===== src/rtl/dac_pwr_seq_pkg.sv =====
package dac_pwr_seq_pkg;
  localparam int CTRL_W  = 13;
  localparam int FRAME_W = 24;
  localparam int BIT_INT_EN  = 8;
  localparam int BIT_OUT_EN  = 6;
  localparam int BIT_DCDC_EN = 4;
  localparam logic [4:0] CTRL_ADDR_BASE = 5'h1C;
  localparam logic [2:0] SUB_DAC_CTRL   = 3'd2;

  localparam logic [CTRL_W-1:0] EN_PHASE1 =
    CTRL_W'((1 << BIT_INT_EN) | (1 << BIT_DCDC_EN));
  localparam logic [CTRL_W-1:0] EN_ALL =
    CTRL_W'((1 << BIT_INT_EN) | (1 << BIT_DCDC_EN) | (1 << BIT_OUT_EN));
  localparam logic [CTRL_W-1:0] EN_OUT = CTRL_W'(1 << BIT_OUT_EN);

  typedef enum logic [1:0] {
    ST_IDLE,
    ST_SEND,
    ST_SETTLE
  } seq_state_e;
endpackage


===== src/rtl/dac_pwr_seq_queue.sv =====
module dac_pwr_seq_queue #(
  parameter int NCH  = 4,
  parameter int CH_W = 2
) (
  input  logic            clk_i,
  input  logic            rst_ni,
  input  logic [NCH-1:0]  up_i,
  input  logic [NCH-1:0]  dn_i,
  input  logic [NCH-1:0]  clr_i,
  output logic [NCH-1:0]  pend_o,
  output logic [NCH-1:0]  dir_dn_o,
  output logic            pick_vld_o,
  output logic [CH_W-1:0] pick_idx_o
);
  logic [NCH-1:0] pend_q, dn_q;

  for (genvar g = 0; g < NCH; g++) begin : g_slot
    always_ff @(posedge clk_i or negedge rst_ni) begin
      if (!rst_ni) begin
        pend_q[g] <= 1'b0;
        dn_q[g]   <= 1'b0;
      end else begin
        // new request wins over a same-cycle service clear
        if (up_i[g] || dn_i[g]) begin
          pend_q[g] <= 1'b1;
          dn_q[g]   <= dn_i[g];
        end else if (clr_i[g]) begin
          pend_q[g] <= 1'b0;
        end
      end
    end
  end

  always_comb begin
    pick_vld_o = 1'b0;
    pick_idx_o = '0;
    for (int i = NCH - 1; i >= 0; i--) begin
      if (pend_q[i]) begin
        pick_vld_o = 1'b1;
        pick_idx_o = CH_W'(i);
      end
    end
  end

  assign pend_o   = pend_q;
  assign dir_dn_o = dn_q;
endmodule


===== src/rtl/dac_pwr_seq_timer.sv =====
module dac_pwr_seq_timer #(
  parameter int SETTLE_CYC = 20000,
  parameter int CNT_W      = 15
) (
  input  logic clk_i,
  input  logic rst_ni,
  input  logic load_i,
  input  logic run_i,
  output logic zero_o
);
  logic [CNT_W-1:0] cnt_q;

  always_ff @(posedge clk_i or negedge rst_ni) begin
    if (!rst_ni)                      cnt_q <= '0;
    else if (load_i)                  cnt_q <= CNT_W'(SETTLE_CYC - 1);
    else if (run_i && cnt_q != '0)    cnt_q <= cnt_q - 1'b1;
  end

  assign zero_o = (cnt_q == '0);
endmodule


===== src/rtl/dac_pwr_seq_frame.sv =====
module dac_pwr_seq_frame
  import dac_pwr_seq_pkg::*;
#(
  parameter int CH_W = 2
) (
  input  logic [CH_W-1:0]    ch_i,
  input  logic [CTRL_W-1:0]  val_i,
  output logic [FRAME_W-1:0] frame_o
);
  logic [4:0] addr;
  assign addr    = CTRL_ADDR_BASE | 5'(ch_i);
  assign frame_o = {3'b000, addr, SUB_DAC_CTRL, val_i};
endmodule


===== src/rtl/dac_pwr_seq.sv =====
module dac_pwr_seq
  import dac_pwr_seq_pkg::*;
#(
  parameter int                NCH       = 4,
  parameter int                CLK_HZ    = 100_000_000,
  parameter int                SETTLE_US = 200,
  parameter logic [CTRL_W-1:0] CTRL_INIT = '0
) (
  input  logic               clk_i,
  input  logic               rst_ni,
  input  logic [NCH-1:0]     up_req_i,
  input  logic [NCH-1:0]     dn_req_i,
  input  logic               frame_done_i,
  output logic               frame_valid_o,
  output logic [FRAME_W-1:0] frame_o,
  output logic               busy_o,
  output logic [NCH-1:0]     pdn_mask_o
);
  localparam int CH_W       = (NCH > 1) ? $clog2(NCH) : 1;
  localparam int SETTLE_RAW = (CLK_HZ / 1_000_000) * SETTLE_US;
  localparam int SETTLE_CYC = (SETTLE_RAW < 1) ? 1 : SETTLE_RAW;
  localparam int CNT_W      = $clog2(SETTLE_CYC + 1);

  seq_state_e        state_q;
  logic [CH_W-1:0]   cur_ch_q;
  logic              is_up_q, phase2_q;
  logic [NCH-1:0]    mask_q;
  logic [CTRL_W-1:0] shadow_q [NCH];

  logic [NCH-1:0]  pend, dir_dn, clr;
  logic            pick_vld, pick_dn, go_pick, filtered;
  logic [CH_W-1:0] pick_idx;
  logic            tmr_load, tmr_run, tmr_zero;

  dac_pwr_seq_queue #(.NCH(NCH), .CH_W(CH_W)) u_queue (
    .clk_i      (clk_i),
    .rst_ni     (rst_ni),
    .up_i       (up_req_i),
    .dn_i       (dn_req_i),
    .clr_i      (clr),
    .pend_o     (pend),
    .dir_dn_o   (dir_dn),
    .pick_vld_o (pick_vld),
    .pick_idx_o (pick_idx)
  );

  assign pick_dn  = dir_dn[pick_idx];
  assign go_pick  = (state_q == ST_IDLE) && pick_vld;
  assign filtered = (pick_dn == mask_q[pick_idx]);
  assign clr      = go_pick ? (NCH'(1) << pick_idx) : '0;

  assign tmr_load = (state_q == ST_SEND) && frame_done_i && is_up_q && !phase2_q;
  assign tmr_run  = (state_q == ST_SETTLE);

  dac_pwr_seq_timer #(.SETTLE_CYC(SETTLE_CYC), .CNT_W(CNT_W)) u_timer (
    .clk_i  (clk_i),
    .rst_ni (rst_ni),
    .load_i (tmr_load),
    .run_i  (tmr_run),
    .zero_o (tmr_zero)
  );

  always_ff @(posedge clk_i or negedge rst_ni) begin
    if (!rst_ni) begin
      state_q  <= ST_IDLE;
      cur_ch_q <= '0;
      is_up_q  <= 1'b0;
      phase2_q <= 1'b0;
      mask_q   <= '1;
      for (int i = 0; i < NCH; i++) shadow_q[i] <= CTRL_INIT;
    end else begin
      unique case (state_q)
        ST_IDLE: begin
          if (go_pick && !filtered) begin
            cur_ch_q         <= pick_idx;
            is_up_q          <= !pick_dn;
            phase2_q         <= 1'b0;
            mask_q[pick_idx] <= pick_dn;
            if (pick_dn) shadow_q[pick_idx] <= shadow_q[pick_idx] & ~EN_ALL;
            else         shadow_q[pick_idx] <= shadow_q[pick_idx] | EN_PHASE1;
            state_q <= ST_SEND;
          end
        end
        ST_SEND: begin
          if (frame_done_i) state_q <= tmr_load ? ST_SETTLE : ST_IDLE;
        end
        ST_SETTLE: begin
          if (tmr_zero) begin
            shadow_q[cur_ch_q] <= shadow_q[cur_ch_q] | EN_OUT;
            phase2_q           <= 1'b1;
            state_q            <= ST_SEND;
          end
        end
        default: state_q <= ST_IDLE;
      endcase
    end
  end

  dac_pwr_seq_frame #(.CH_W(CH_W)) u_frame (
    .ch_i    (cur_ch_q),
    .val_i   (shadow_q[cur_ch_q]),
    .frame_o (frame_o)
  );

  assign frame_valid_o = (state_q == ST_SEND);
  assign busy_o        = (state_q != ST_IDLE) || (|pend);
  assign pdn_mask_o    = mask_q;
endmodule


===== config.mk =====
export PLATFORM = sky130hd
export DESIGN_NAME = dac_pwr_seq
export DESIGN_NICKNAME = d
export VERILOG_FILES = /design/src/rtl/dac_pwr_seq_pkg.sv /design/src/rtl/dac_pwr_seq_queue.sv /design/src/rtl/dac_pwr_seq_timer.sv /design/src/rtl/dac_pwr_seq_frame.sv /design/src/rtl/dac_pwr_seq.sv
export SDC_FILE = /design/constraint.sdc
export NUM_CORES = 1
export LEC_CHECK = 0
export BUFFER_PORTS_ARGS = -buffer_cell sky130_fd_sc_hd__buf_2
export CAP_MARGIN = 20
export CORE_ASPECT_RATIO = 2
export CORE_MARGIN = 8
export CORE_UTILIZATION = 50
export DETAILED_ROUTE_END_ITERATION = 16
export HOLD_SLACK_MARGIN = 0.05
export PLACE_DENSITY = 0.7
export SYNTH_ARGS = -nofsm -noshare
export SYNTH_HDL_FRONTEND = slang
export SYNTH_SLANG_ARGS = --single-unit

===== constraint.sdc =====
create_clock -name clk_i -period 5.98 [get_ports clk_i]
set_clock_uncertainty 0.1 [all_clocks]
set_input_delay 1.196 -clock clk_i [delete_from_list [all_inputs] [get_ports clk_i]]
set_output_delay 1.196 -clock clk_i [all_outputs]
set_load 0.05 [all_outputs]

==> results.cfg <==
[sta]
grt_setup_unrepaired = no
post-route-period-util_pct = 53.1
slew_viol_final = 0
setup_slack_ps = 2800
tns_ps = 0
hold_viol_final = 0
min_period_ps = 3180
maxSlewHeadroom_pct = 44.0
max_slew.worst_pin.slew_ps = 841
fmax_mhz = 315
finalSetupViolCount = 0

[placement]
dp_hpwl_mm = 5.21
placed_cells = 420
placed_cell_area_mm2 = 0.00391
place_ws_ps = 2730
gp_congestion = 0.799
port_buffers = 31

[clocking]
path_clk_slew_ps = 60
clockBufferDepth = 2
postCtsHoldBufs = 0
post_cts_buffers = 0
cts-root-buf = clkbuf_16
cts_tree = done
cts_made_buffers = 9
htreeDepth = 3
cts-resized-gates = 0
clock-sinks = 85
worst_skew_pair.late_latency_ps = 340

[logic_synthesis]
synthDistinctLibCells = 59
yosysWarningCount = 0
synth_area_leaders = dfrtp_1 52%, mux4_2 7.5%, clkbuf_1 4.6%, dfstp_2 2.7%, nand2_1 2.4%
synth-edff-count = 0
synth_top_area_share_pct = 52.2
syn_area_per_cell_um2 = 11.1
ys_ff_latch = 85
synth_flop_cell = dfrtp_1
async_reset_ff_share_pct = 100
syn_area_mm2 = 0.00388
synthCells = 350
synth_seq_area_share_pct = 54.9
synth.largest_area_cell = dfrtp_1

[min_path]
hp-start = shadow_q[23]
hold_path.class = reg2reg

[die]
dieArea_mm2 = 0.0110
io_pins = 41
chipHeight_um = 141
rows = 45
initial_utilization_pct = 51.4
core_mm2 = 0.00754
fp.dieW_um = 78.3

[critical_path]
crit_type = reg2out
cp-start-kind = register
startpoint = cur_ch_q[1]
cp.required_ps = 4680
critPathCaptureType = primary output
r2r_start = u_queue.pend_o[0]
worstPathMaxFanout = 21
arrival_ps = 1880

[drt]
via_count = 2465
ant_nets = 0
dr.pass1.iters = 4
wire_per_inst_um = 17.2
vias_per_cell = 5.63
drc_errors = 0
drtIter0Drc = 146
wl_mm = 7.51

[finish]
fin_cells = 438
layout-drive-gt1-share_pct = 24.1
syn_to_final_growth_pct = 9.74
layout.nets = 351
diodes = 0
utilization_pct = 56.5
final_area_mm2 = 0.00426

[pwr]
switching_share_pct = 35.6
p_per_area_mw_per_mm2 = 422
ir_worst_vdd_uv = 214
p_int_mw = 1.16
p_leak_nw = 1.90
p_switching_mw = 0.640
pwr-share-clk_pct = 30.6
p_comb_share_pct = 29.6
seq_power_share_pct = 39.7

[global_route]
grt_max_degree = 86
grt-ovfl-total = 0
grt_pass1_wl_mm = 12.7
grtUsageTotal_pct = 14.4
grt_pass1_vias = 2641
antenna_found_initial = 0

[status]
status = completed

[run]
maxCapViolations = 0
metrics by stage:
| stage | total power [mW] | hold WS (ps) |
|---|---|---|
| 2_1_floorplan | 1.12 | 324 |
| 3_3_place_gp | 1.22 | 260 |
| 3_5_place_dp | 1.24 | 262 |
| 4_1_cts | 1.80 | 276 |
| 5_1_grt | 1.89 | 282 |
| 6_report | 1.80 | 271 |
logic make-up after synthesis:
kind of cell	synth area share [%]
compound gates	11.3
buf+inv	8.35
mux	8.70
fa+ha+maj	0.322
xor+xnor	2.48
other cells	0.193
flops	54.9
simple gates	13.7
cells in the final DEF, fill, tap and decap left out, drive strengths merged, types with 3 or more instances in the layout:
cell type  instances
a211o              3
a21o               5
a21oi             10
a2bb2oi            3
a31oi              4
and2               3
and3               3
buf               33
clkbuf            10
conb               9
dfrtp             81
dfstp              4
inv               15
mux2               4
mux4              13
nand2             25
nand3              7
nor2              21
nor3               5
nor3b              3
nor4               6
nor4b              3
o21ai             16
o31ai              3
or2                3
or3                6
or4                3
xnor2              7
xor2               4
state kept, by name (all words and copies together) (netlist names):
register / count
cur_ch_q: 2
is_up_q: 1
u_queue.pend_o: 4
phase2_q: 1
shadow_q: 52
u_timer.cnt_q: 15
u_queue.dir_dn_o: 4
pdn_mask_o: 4
state_q: 2
cells in the mapped netlist, drive strengths merged, types with 4 or more instances:
library cell / number
a21oi: 10
nand2: 25
dfstp: 4
xor2: 4
nor2: 21
nor3: 5
nand3: 7
nor4: 6
o21ai: 16
a31oi: 4
dfrtp: 81
xnor2: 7
a21o: 5
inv: 14
buf: 14
or3: 6
mux2: 4
clkbuf: 48
mux4: 13
critical path, cell delays in order (launching register included):
cell	delay (ps)
dfrtp_1	890
mux4_2	420
buf_2	230
power by group through the flow:
stage	Clock [mW]	Sequential (mW)	Combinational (mW)
after floorplan	0	0.728	0.390
after global placement	0	0.743	0.479
after detailed placement	0	0.747	0.490
after CTS	0.566	0.737	0.492
after global routing	0.595	0.722	0.574
final	0.551	0.714	0.533
routing by layer:
metal / track usage (%) / wire length, µm / up-vias
met5: 0 / 0 / -
met2: 22.4 / 3850 / 70
li1: - / - / 1166
met3: 4.90 / 427 / 18
met4: 8.85 / 233 / 0
met1: 16.6 / 3000 / 1211
worst paths after layout:
kind	end	slack, ps	depth (start not counted)
worst max-delay path	frame_o[9]	2800	2
worst min-delay path	shadow_q[23]	270	0
worst max register to register	shadow_q[30]	3020	6
worst min register to register	shadow_q[23]	270	0
max in group asynchronous	pdn_mask_o[3]	4400	2
min in group asynchronous	u_queue.dir_dn_o[1]	730	1
cell type report:
cell class                      count  area (µm²)
Clock buffer                       10         229
Clock inverter                      6        71.3
Fill cell                         642        3290
Inverter                           14        52.6
Multi-Input combinational cell    196        1450
Sequential cell                    85        2130
Tap cell                           94         118
Timing Repair Buffer               33         205
Power figures use the tool's default switching activity.
